**src/rtl/coef_swap_pkg.sv**
```systemverilog
// Package: shared types for the dual-bank coefficient swap controller.
// Assumes: one bit is enough to name a bank (exactly two banks).
package coef_swap_pkg;

    typedef enum logic {
        BANK_LO = 1'b0,
        BANK_HI = 1'b1
    } bank_e;

    typedef struct packed {
        logic use_pin;   // 1: request from pin, 0: from bank_bit
        logic bank_bit;  // register-held bank request
    } swap_ctl_t;

    localparam swap_ctl_t CTL_RESET = '{use_pin: 1'b1, bank_bit: 1'b0};

endpackage

```
**src/rtl/swap_ctl_reg.sv**
```systemverilog
// Module: swap_ctl_reg
// Holds the two control bits and forms the bank request from either the
// external pin or the register bank bit.
// Assumes: swap_pin is synchronous to clk.
module swap_ctl_reg
    import coef_swap_pkg::*;
(
    input  logic      clk,
    input  logic      rst_n,
    input  logic      wr,
    input  logic      wr_use_pin,
    input  logic      wr_bank_bit,
    input  logic      swap_pin,
    output swap_ctl_t ctl_q,
    output bank_e     req
);

    // Purpose: load control bits on a write strobe, reset to pin source.
    always_ff @(posedge clk) begin
        if (!rst_n) begin
            ctl_q <= CTL_RESET;
        end else if (wr) begin
            ctl_q <= '{use_pin: wr_use_pin, bank_bit: wr_bank_bit};
        end
    end

    // Purpose: choose the request source from the stored source bit.
    always_comb begin
        if (ctl_q.use_pin) begin
            req = bank_e'(swap_pin);
        end else begin
            req = bank_e'(ctl_q.bank_bit);
        end
    end

endmodule

```
**src/rtl/bank_select_reg.sv**
```systemverilog
// Module: bank_select_reg
// Captures the bank request only on sample boundaries so every tap moves
// together, and flags each real change for one cycle.
// Assumes: sample_en is a single-cycle-per-sample qualifier in clk domain.
module bank_select_reg
    import coef_swap_pkg::*;
(
    input  logic  clk,
    input  logic  rst_n,
    input  logic  sample_en,
    input  bank_e req,
    output bank_e active,
    output logic  changed
);

    // Purpose: update the active bank and the change flag at sample edges.
    always_ff @(posedge clk) begin
        if (!rst_n) begin
            active  <= BANK_LO;
            changed <= 1'b0;
        end else if (sample_en) begin
            active  <= req;
            changed <= (req != active);
        end else begin
            changed <= 1'b0;
        end
    end

endmodule

```
**src/rtl/coef_bank_store.sv**
```systemverilog
// Module: coef_bank_store
// Two banks of NUM_TAPS coefficients with one write port and one
// combinational read port on the selected bank.
// Assumes: addresses at or above NUM_TAPS are ignored on write, read as 0.
module coef_bank_store #(
    parameter int NUM_TAPS = 8,
    parameter int COEF_W   = 16,
    parameter int ADDR_W   = 3
) (
    input  logic              clk,
    input  logic              rst_n,
    input  logic              wr,
    input  logic              wr_bank,
    input  logic [ADDR_W-1:0] wr_addr,
    input  logic [COEF_W-1:0] wr_data,
    input  logic              rd_bank,
    input  logic [ADDR_W-1:0] rd_addr,
    output logic [COEF_W-1:0] rd_data
);

    localparam int NUM_BANKS = 2;

    logic wr_in_range;
    logic rd_in_range;
    logic [NUM_BANKS-1:0][COEF_W-1:0] bank_rd;

    // Purpose: qualify addresses against the tap count.
    always_comb begin
        wr_in_range = (int'(wr_addr) < NUM_TAPS);
        rd_in_range = (int'(rd_addr) < NUM_TAPS);
    end

    for (genvar b = 0; b < NUM_BANKS; b++) begin : g_bank
        logic [COEF_W-1:0] cells [NUM_TAPS];
        logic              bank_hit;

        assign bank_hit = wr && wr_in_range && (int'(wr_bank) == b);

        // Purpose: clear this bank on reset, store one tap per write.
        always_ff @(posedge clk) begin
            if (!rst_n) begin
                for (int t = 0; t < NUM_TAPS; t++) begin
                    cells[t] <= '0;
                end
            end else if (bank_hit) begin
                cells[wr_addr] <= wr_data;
            end
        end

        assign bank_rd[b] = rd_in_range ? cells[rd_addr] : '0;
    end

    // Purpose: present the tap of the selected bank.
    always_comb begin
        rd_data = bank_rd[rd_bank];
    end

endmodule

```
**src/rtl/coef_bank_swap.sv**
```systemverilog
// Module: coef_bank_swap (top)
// Dual-bank coefficient store whose active bank follows a pin or register
// request, applied only on sample boundaries.
// Assumes: all inputs synchronous to clk; filter arithmetic lives elsewhere.
module coef_bank_swap
    import coef_swap_pkg::*;
#(
    parameter  int NUM_TAPS = 8,
    parameter  int COEF_W   = 16,
    localparam int ADDR_W   = (NUM_TAPS > 1) ? $clog2(NUM_TAPS) : 1
) (
    input  logic              clk,
    input  logic              rst_n,
    input  logic              swap_pin,
    input  logic              ctl_wr,
    input  logic              ctl_use_pin,
    input  logic              ctl_bank_bit,
    input  logic              sample_en,
    input  logic              coef_wr,
    input  logic              coef_wr_bank,
    input  logic [ADDR_W-1:0] coef_wr_addr,
    input  logic [COEF_W-1:0] coef_wr_data,
    input  logic [ADDR_W-1:0] rd_addr,
    output logic [COEF_W-1:0] rd_data,
    output logic              active_bank,
    output logic              bank_changed
);

    swap_ctl_t ctl_q;
    bank_e     req;
    bank_e     active;

    swap_ctl_reg u_ctl (
        .clk         (clk),
        .rst_n       (rst_n),
        .wr          (ctl_wr),
        .wr_use_pin  (ctl_use_pin),
        .wr_bank_bit (ctl_bank_bit),
        .swap_pin    (swap_pin),
        .ctl_q       (ctl_q),
        .req         (req)
    );

    bank_select_reg u_sel (
        .clk       (clk),
        .rst_n     (rst_n),
        .sample_en (sample_en),
        .req       (req),
        .active    (active),
        .changed   (bank_changed)
    );

    coef_bank_store #(
        .NUM_TAPS (NUM_TAPS),
        .COEF_W   (COEF_W),
        .ADDR_W   (ADDR_W)
    ) u_store (
        .clk     (clk),
        .rst_n   (rst_n),
        .wr      (coef_wr),
        .wr_bank (coef_wr_bank),
        .wr_addr (coef_wr_addr),
        .wr_data (coef_wr_data),
        .rd_bank (active),
        .rd_addr (rd_addr),
        .rd_data (rd_data)
    );

    assign active_bank = active;

endmodule

```
**config.mk**
```make
export PLATFORM = sky130hd
export DESIGN_NAME = coef_bank_swap
export DESIGN_NICKNAME = d
export VERILOG_FILES = /design/src/rtl/coef_swap_pkg.sv /design/src/rtl/swap_ctl_reg.sv /design/src/rtl/bank_select_reg.sv /design/src/rtl/coef_bank_store.sv /design/src/rtl/coef_bank_swap.sv
export SDC_FILE = /design/constraint.sdc
export NUM_CORES = 1
export LEC_CHECK = 0
export BUFFER_PORTS_ARGS = -buffer_cell sky130_fd_sc_hd__clkbuf_2
export CAP_MARGIN = 15
export CELL_PAD_IN_SITES_DETAIL_PLACEMENT = 1
export CELL_PAD_IN_SITES_GLOBAL_PLACEMENT = 1
export CORE_MARGIN = 2
export CORE_UTILIZATION = 57
export DETAILED_ROUTE_END_ITERATION = 10
export GPL_TIMING_DRIVEN = 0
export PLACE_DENSITY = 0.94
export SYNTH_ARGS = -nofsm -noshare
export SYNTH_HDL_FRONTEND = slang
export SYNTH_SLANG_ARGS = --single-unit
export TNS_END_PERCENT = 50
```
**constraint.sdc**
```tcl
create_clock -name clk -period 4.1 [get_ports clk]
set_input_delay 0.82 -clock clk [delete_from_list [all_inputs] [get_ports clk]]
set_output_delay 0.82 -clock clk [all_outputs]
set_load 0.005 [all_outputs]
```
* Yosys cells after proc, flatten, opt, wreduce, memory -nomap -nowiden
Memory sizes are Yosys's and may differ from the RTL's.
Index checks and enable logic that the tools add are counted.
W data, S select, Z words.
** Word-level totals
- Bits in registers :: 4
- Memory bits (writable) :: 256
- Input port bits :: 31
- Logic and storage cells :: 30
- Memories kept :: 2
** Memory list
- u_store.g_bank[0].cells :: depth 8, width 16, read ports 1, clocked after Yosys merged registers in 0, wr ports 8, line coef_bank_store.sv:34 : logic [COEF_W-1:0] cells [NUM_TAPS];
- u_store.g_bank[1].cells :: depth 8, width 16, read ports 1, clocked after Yosys merged registers in 0, wr ports 8, line coef_bank_store.sv:34
** Cells by class
- $lt $le $gt $ge :: 1
- Equality and inequality tests :: 1
- Muxes and demuxes :: 16
- Bitwise logic cells :: 1
- Reductions and logical operators :: 5
** Operators by type and width (count)
- $mux W16 :: 4
- $reduce_or A16 Y1 :: 2
- $mux W1 :: 10
- $mux W3 :: 2
- $logic_and A1 B1 Y1 :: 2
- $lt A1 B2 Y1 const B :: 1
- $reduce_and A2 Y1 :: 1
- $ne A1 B1 Y1 :: 1
- $not A1 Y1 :: 1

* Logic depth before layout (Yosys ltp)
Gate-level depths: netlist of run 1.
- Depth in word-level cells :: 7
- Depth in mapped cells :: 5
- Depth with buffers taken out :: 3

* Modules after synthesis
A second synthesis of run 1 with hierarchy kept.
** Second synthesis, totals
- Cell total of the unflattened synthesis :: 735
- Area, all modules :: 11837.6 um^2
** By module, submodules not included
- coef_bank_store :: instances 1, cells each 722, area each 11685.0 um^2, seq. area each 7687.4 um^2
- swap_ctl_reg :: instances 1, cells each 7, area each 81.3 um^2, seq. area each 40.0 um^2
- bank_select_reg :: instances 1, cells each 6, area each 71.3 um^2, seq. area each 40.0 um^2

* Least setup slack after synthesis of run 1
OpenSTA, ideal clock, no wires.
- Path kind :: in2out
- From :: in rd_addr[0]
- To :: out rd_data[10]
- Arrival time :: 2015 ps
- Data required time :: 3280 ps
- Path slack :: 1265 ps
- Cell stages on the path :: 5
- Path buffers :: 2
- Cells stage by stage :: buf_4 -> buf_2 -> mux4_2 -> a22oi_1 -> nand2_1
** Between the ends
- Word-level cells in the longest chain between the ends :: 3
- Elaborated cells on any way between the ends :: 4
- Classes of those cells :: 2 x mux; 2 x memory
** Ends and longest elaborated chain
- start, declared :: line coef_bank_swap.sv:23 : input logic [ADDR_W-1:0] rd_addr,
- $mem_v2 Z8 W16
- $mux W16 (implied by the code) (*) (2 in series) :: line coef_bank_store.sv:55 : rd_data = bank_rd[rd_bank];
- end, declared :: line coef_bank_swap.sv:24 : output logic [COEF_W-1:0] rd_data,
Every way passes the cells marked *; elsewhere a longest branch is shown, timed or not. The select of a mux whose other input is x is not followed.

* Worst setup path in the final report of run 1
- From :: in rd_addr[1]
- To :: out rd_data[4]
The elaborated chain is that of the path after synthesis.

==> results of run 1 <==
==> final cells by class <==
class / count / area share (%)
clock buffers: 32 / 5.13
multi-input cells: 420 / 28.9
well taps: 270 / 2.50
clock inverters: 16 / 1.29
plain buffers: 55 / 2.28
flip-flops and latches: 260 / 57.4
repair buffers: 53 / 2.48
==> cell families after synthesis <==
family | after synthesis | synth area share, %
AOI/OAI and AO/OA | 45 | 2.60
xor gates and xnor gates | 1 | 0.0734
buffers and inverters | 55 | 2.59
DFF | 260 | 65.1
muxes | 67 | 12.3
and+or+nand+nor | 307 | 17.4
==> registers in the layout (all words and copies together) (netlist names) <==
name,count
u_sel.active,1
u_ctl.ctl_q,2
u_store.g_bank.cells,256
u_sel.changed,1
==> layout by cell type (no fill, tap or decap), drive strengths merged <==
| master | count |
|---|---|
| o211a | 1 |
| clkinv | 12 |
| xnor2 | 1 |
| and3 | 1 |
| nand4 | 1 |
| nand4bb | 1 |
| a22oi | 32 |
| o21ai | 12 |
| mux2i | 3 |
| nand2 | 19 |
| nand4b | 2 |
| bufinv | 4 |
| nor2b | 3 |
| nand2b | 6 |
| nor3 | 4 |
| mux4 | 64 |
| and2 | 257 |
| dfxtp | 4 |
| edfxtp | 256 |
| clkbuf | 105 |
| nor2 | 13 |
| buf | 35 |
==> worst min-delay path: stages (launching register included) <==
cell	delay [ns]
dfxtp_1	0.35
mux2i_1	0.08
nand2_1	0.07
==> routing by layer <==
metal / vias to the layer above / routed length (microns) / global-route usage [%]
li1: 2904 / - / -
met1: 3770 / 12800 / 40.7
met2: 396 / 18700 / 58.8
met3: 113 / 2080 / 4.02
met4: 2 / 1970 / 16.2
met5: - / 13 / 0
==> final timing paths <==
path | start | endpoint | slack, ns | depth (start not counted)
max | rd_addr[1] | rd_data[4] | 0.36 | 6
min | u_ctl.ctl_q[1]$_SDFFE_PN1P_ | u_ctl.ctl_q[1]$_SDFFE_PN1P_ | 0.53 | 2
max reg2reg | u_ctl.ctl_q[1]$_SDFFE_PN1P_ | u_sel.changed$_SDFF_PN0_ | 3.09 | 3
min reg2reg | u_ctl.ctl_q[1]$_SDFFE_PN1P_ | u_ctl.ctl_q[1]$_SDFFE_PN1P_ | 0.53 | 2
==> report_power, final <==
part / switching (mW) / total [mW] / internal [mW] / leakage [nW]
registers: 0.0635 / 3.13 / 3.07 / 2.47
logic: 0.317 / 0.516 / 0.199 / 1.91
clock network: 1.04 / 2.50 / 1.45 / 0.430
total: 1.42 / 6.15 / 4.72 / 4.81
==> Yosys cell counts <==
cell / number / area, sq um
edfxtp_1: 256 / 7690
and2_1: 243 / 1520
mux4_2: 64 / 1440
a22oi_1: 32 / 240
clkbuf_1: 25 / 93.8
nand2_1: 18 / 67.6
and2_2: 14 / 105
o21ai_0: 12 / 60.1
nor2_4: 10 / 113
buf_4: 9 / 67.6
buf_6: 8 / 90.1
buf_1: 6 / 22.5
buf_2: 5 / 25.0
dfxtp_1: 4 / 80.1
nand2b_1: 4 / 25.0
nor3_4: 4 / 65.1
mux2i_1: 3 / 30.0
nor2b_1: 3 / 18.8
clkbuf_2: 2 / 10.0
nand2b_4: 2 / 27.5
nand4b_4: 2 / 47.6
nor2_2: 2 / 12.5
and3_1: 1 / 6.26
nand2_4: 1 / 11.3
nand4_4: 1 / 21.3
nand4bb_4: 1 / 27.5
nor2_1: 1 / 3.75
o211a_1: 1 / 10.0
xnor2_1: 1 / 8.76
==> reports/results.txt, run 1 <==
status = completed
via/cell ratio = 6.50
Tmin final = 3.74 ns
Slew Limit Fails = 0
n_diodes = 0
placed insts = 1057
vias = 7185
row count = 52
Post-DP Area = 12600 sq um
GRT Total Usage = 33.2%
vias in the first global route = 7867
Non-Filler Instances = 1106
Die X-Extent = 149 microns
CP Max Fanout = 10
slowest CP cell = buf_1
total I/O pin count = 49
Slew @ Worst Pin = 1.20 ns
CTS buffer count = 27
Setup Buffers After CTS = 0
sequential area share after synthesis = 65.1%
area occupied by multi-input gates = 3910 sq um
Cell Pwr Density = 454 nW/um^2
Leakage = 4.81 nW
most used cell, CP = clkbuf_2
final worst setup slack = 0.362 ns
Starting DRT DRC Count = 740
Max-Cap Viols = 0
fin crit share = 91.2%
FMAX = 0.268 GHz
Worst Path Required = 3.28 ns
wire per inst = 32.1 microns
clock net sink count = 260
maximum number of pins on one net before global-route repair = 17
Die ar. = 22100 sq um
area of the mapped netlist = 11900 sq um
Synth Register Bits = 260
fin nets = 848
DRT Pass-1 Iters = 5
Hold Violations, Final = 0
Post-DRT Antenna Nets = 0
pre-CTS setup slack = 0.474 ns
RD Place Congestion = 0.873
Worst Hold Class = reg -> reg
worst skew pair latency = 0.52 ns
Crit path buffers/inverters = 3
Worst VDD drop = 0.397 mV
Crit Path Class = in -> out
initial antenna violation count = 1
Final Instance Area = 13500 sq um
port bufs = 46
normalized max-slew margin = 20.2%
post_cts resized = 0
Root Driver = clkbuf_16
FILL cells = 1775
register area = 7770 sq um
Final Core Density = 66.4%
Core Area = 20400 sq um
total power = 6.15 mW
Synthesized Nets = 766
CP arrival = 2.92 ns
Post-Synthesis Cells = 735
Worst setup EP type = output port
Die Ht = 149 microns
Worst Skew = 0.000176 ns
first-pass GRT wire length = 52.4 mm
Crit path max-delay family = buffers and inverters
setup TNS = 0 ns
H-tree levels = 1
Synth warnings = 0
CTS Hold Buffers Added = 0
GRT Residual Overflow = 0
final setup fails = 0
post-detail-place hpwl = 23.4 mm
Avg Cell Area, Syn = 16.2 sq um
CTS tree = yes
Bufs on Longest Clock Path = 3
layout cells sized above 1 = 27.3%
unrepaired setup endpoints after global routing = false
area grow syn2layout = 13.3%
Worst Setup Start Kind = input pin
CP peak stage delay = 0.76 ns
Netlist cell types = 29
Min Hold Slack = 0.529 ns
Remaining DRCs = 0
CP cell instances = clkbuf_2, buf_1, mux4_2, a22oi_1, nand2_1, clkbuf_2
drt total wl = 35.5 mm
Clk pin slew, worst setup/hold paths = 0.06 ns
initial cell density of the core = 58.6%
Power figures use the tool's default switching activity.
==> run 2, diff against run 1 <==
--- a/config.mk
+++ b/config.mk
@@ -13,7 +13,7 @@
 export CORE_UTILIZATION = 57
 export DETAILED_ROUTE_END_ITERATION = 10
 export GPL_TIMING_DRIVEN = 0
-export PLACE_DENSITY = 0.94
+export PLACE_DENSITY = 0.88
 export SYNTH_ARGS = -nofsm -noshare
 export SYNTH_HDL_FRONTEND = slang
 export SYNTH_SLANG_ARGS = --single-unit
==> run 2 against run 1 <==
Compared with the run above:
- global-route usage fell by 3.4 points
- core utilization is 0.53 points lower
- clock power fell by 13%
- sequential share of layout area increased by 0.47 points
- cell count shrank 0.18%
- first-iteration DRC count is 23% lower
- critical path depth unchanged
- combinational power down 3%
- via count decreased by 4.4%
- largest power group unchanged
==> reports/results.txt, run 2 (synthesized netlist as in run 1, its figures left out) <==
Core Area = 20400 sq um
GRT Residual Overflow = 0
initial antenna violation count = 0
DRT Pass-1 Iters = 5
Tmin final = 3.63 ns
FILL cells = 1798
worst skew pair latency = 0.52 ns
fin crit share = 88.5%
Die ar. = 22100 sq um
CTS buffer count = 27
Starting DRT DRC Count = 570
post_cts resized = 0
Worst Hold Class = reg -> reg
Worst VDD drop = 0.295 mV
Worst setup EP type = output port
final setup fails = 0
clock net sink count = 260
Critical Path Start = rd_addr[1]
CP Max Fanout = 10
Switch Pwr = 1.33 mW
area grow syn2layout = 12.4%
row count = 52
Slew @ Worst Pin = 1.04 ns
placed insts = 1059
status = completed
Regs by FF count = u_store.g_bank.cells: 256 flops, u_ctl.ctl_q: 2 flops
GRT Total Usage = 29.8%
Hold Path Cell Cnt = 2
total I/O pin count = 49
unrepaired setup endpoints after global routing = false
Slew Limit Fails = 0
vias in the first global route = 7631
sequential power share = 53.9%
Non-Filler Instances = 1104
Worst Reg-to-Reg Cells = 3
clock network fraction of total power = 37.5%
Bufs on Longest Clock Path = 3
layout cells sized above 1 = 26.7%
CP cell instances = clkbuf_2, buf_1, mux4_2, a22oi_1, nand2_1, clkbuf_2
initial cell density of the core = 58.6%
Final Core Density = 65.9%
Remaining DRCs = 0
Die X-Extent = 149 microns
post-detail-place hpwl = 22.1 mm
reg-to-reg slack, setup = 3.10 ns
Root Driver = clkbuf_16
Crit path buffers/inverters = 3
first-pass GRT wire length = 47.6 mm
FMAX = 0.276 GHz
fin nets = 849
Worst Hold Launch = u_ctl.ctl_q[1]$_SDFFE_PN1P_
Setup Buffers After CTS = 0
Sw Share = 23.0%
Biggest register = u_store.g_bank.cells
Internal Pwr Total = 4.47 mW
Hold Violations, Final = 0
slowest CP cell = buf_1
Die Ht = 149 microns
maximum number of pins on one net before global-route repair = 17
reg-to-reg critical path startpoint = u_ctl.ctl_q[1]$_SDFFE_PN1P_
most used cell, CP = clkbuf_2
Hold EP = u_ctl.ctl_q[1]$_SDFFE_PN1P_
port bufs = 46
number of flip-flops in the largest register = 256
Worst R2R End = u_sel.changed$_SDFF_PN0_
Cell Pwr Density = 432 nW/um^2
Min Hold Slack = 0.516 ns
Worst Skew = 0.000924 ns
CTS tree = yes
wire per inst = 28.7 microns
Leakage = 4.76 nW
Crit path max-delay family = buffers and inverters
via/cell ratio = 6.22
Post-DRT Antenna Nets = 0
Comb pwr share = 8.7%
Crit Path Class = in -> out
drt total wl = 31.6 mm
Clk pin slew, worst setup/hold paths = 0.06 ns
n_diodes = 0
CP arrival = 2.81 ns
setup TNS = 0 ns
RD Place Congestion = 0.847
normalized max-slew margin = 30.5%
most common cell after layout, fill and taps aside = edfxtp_1
H-tree levels = 1
Worst Path Required = 3.28 ns
CTS Hold Buffers Added = 0
CP peak stage delay = 0.72 ns
Max-Cap Viols = 0
commonest cells after routing, fill and taps aside = edfxtp_1 (256), and2_1 (243), mux4_2 (64)
vias = 6872
Worst Setup Start Kind = input pin
run 2: final cells by class:
type / count / area, sq um / area share, %
clock buffers: 34 / 702 / 5.23
plain buffers: 55 / 309 / 2.30
multi-input cells: 420 / 3910 / 29.1
well taps: 270 / 338 / 2.52
flip-flops and latches: 260 / 7770 / 57.9
clock inverters: 11 / 53.8 / 0.401
repair buffers: 54 / 339 / 2.53
run 2: how the worst max path moves through the flow:
stage | to | slack (ns) | cells past startpoint
3_5_place_dp | rd_data[12] | 0.54 | 6
4_1_cts | rd_data[4] | 0.47 | 6
2_1_floorplan | rd_data[10] | 1.27 | 5
6_report | rd_data[4] | 0.47 | 6
5_1_grt | rd_data[15] | 0.41 | 6
3_3_place_gp | u_store.g_bank[1].cells[3][9]$_SDFFCE_PN0P_ | 0.19 | 3
run 2: metal layers:
layer | GRT usage, % | up-vias | wire length, microns
met4 | 12.5 | 0 | 1370
met3 | 3.74 | 78 | 1780
met5 | 0 | - | 0
met1 | 38.1 | 3611 | 11800
met2 | 52.0 | 274 | 16700
li1 | - | 2909 | -
run 2: power groups by stage:
stage                     Sequential, mW  Clock [mW]  Combinational [mW]
final                               3.13        2.17               0.503
after global routing                3.14        2.27               0.532
after CTS                           3.13        2.18               0.505
after detailed placement            3.18           0               0.500
after global placement              3.16           0               0.454
after floorplan                     3.15           0               0.283
run 2: worst min-delay path, delay by kind of cell, from the launching register on:
kind	cells	cell delay [ns]
flip-flops	1	0.35
multiplexers	1	0.08
AND/OR/NAND/NOR	1	0.06
run 2: per-stage QoR:
step	setup slack [ns]	power [mW]	area [sq um]
2_1_floorplan	1.27	3.43	11900
3_3_place_gp	0.191	3.61	12500
3_5_place_dp	0.538	3.68	12700
4_1_cts	0.473	5.81	13400
5_1_grt	0.408	5.94	13400
6_report	0.473	5.80	13400
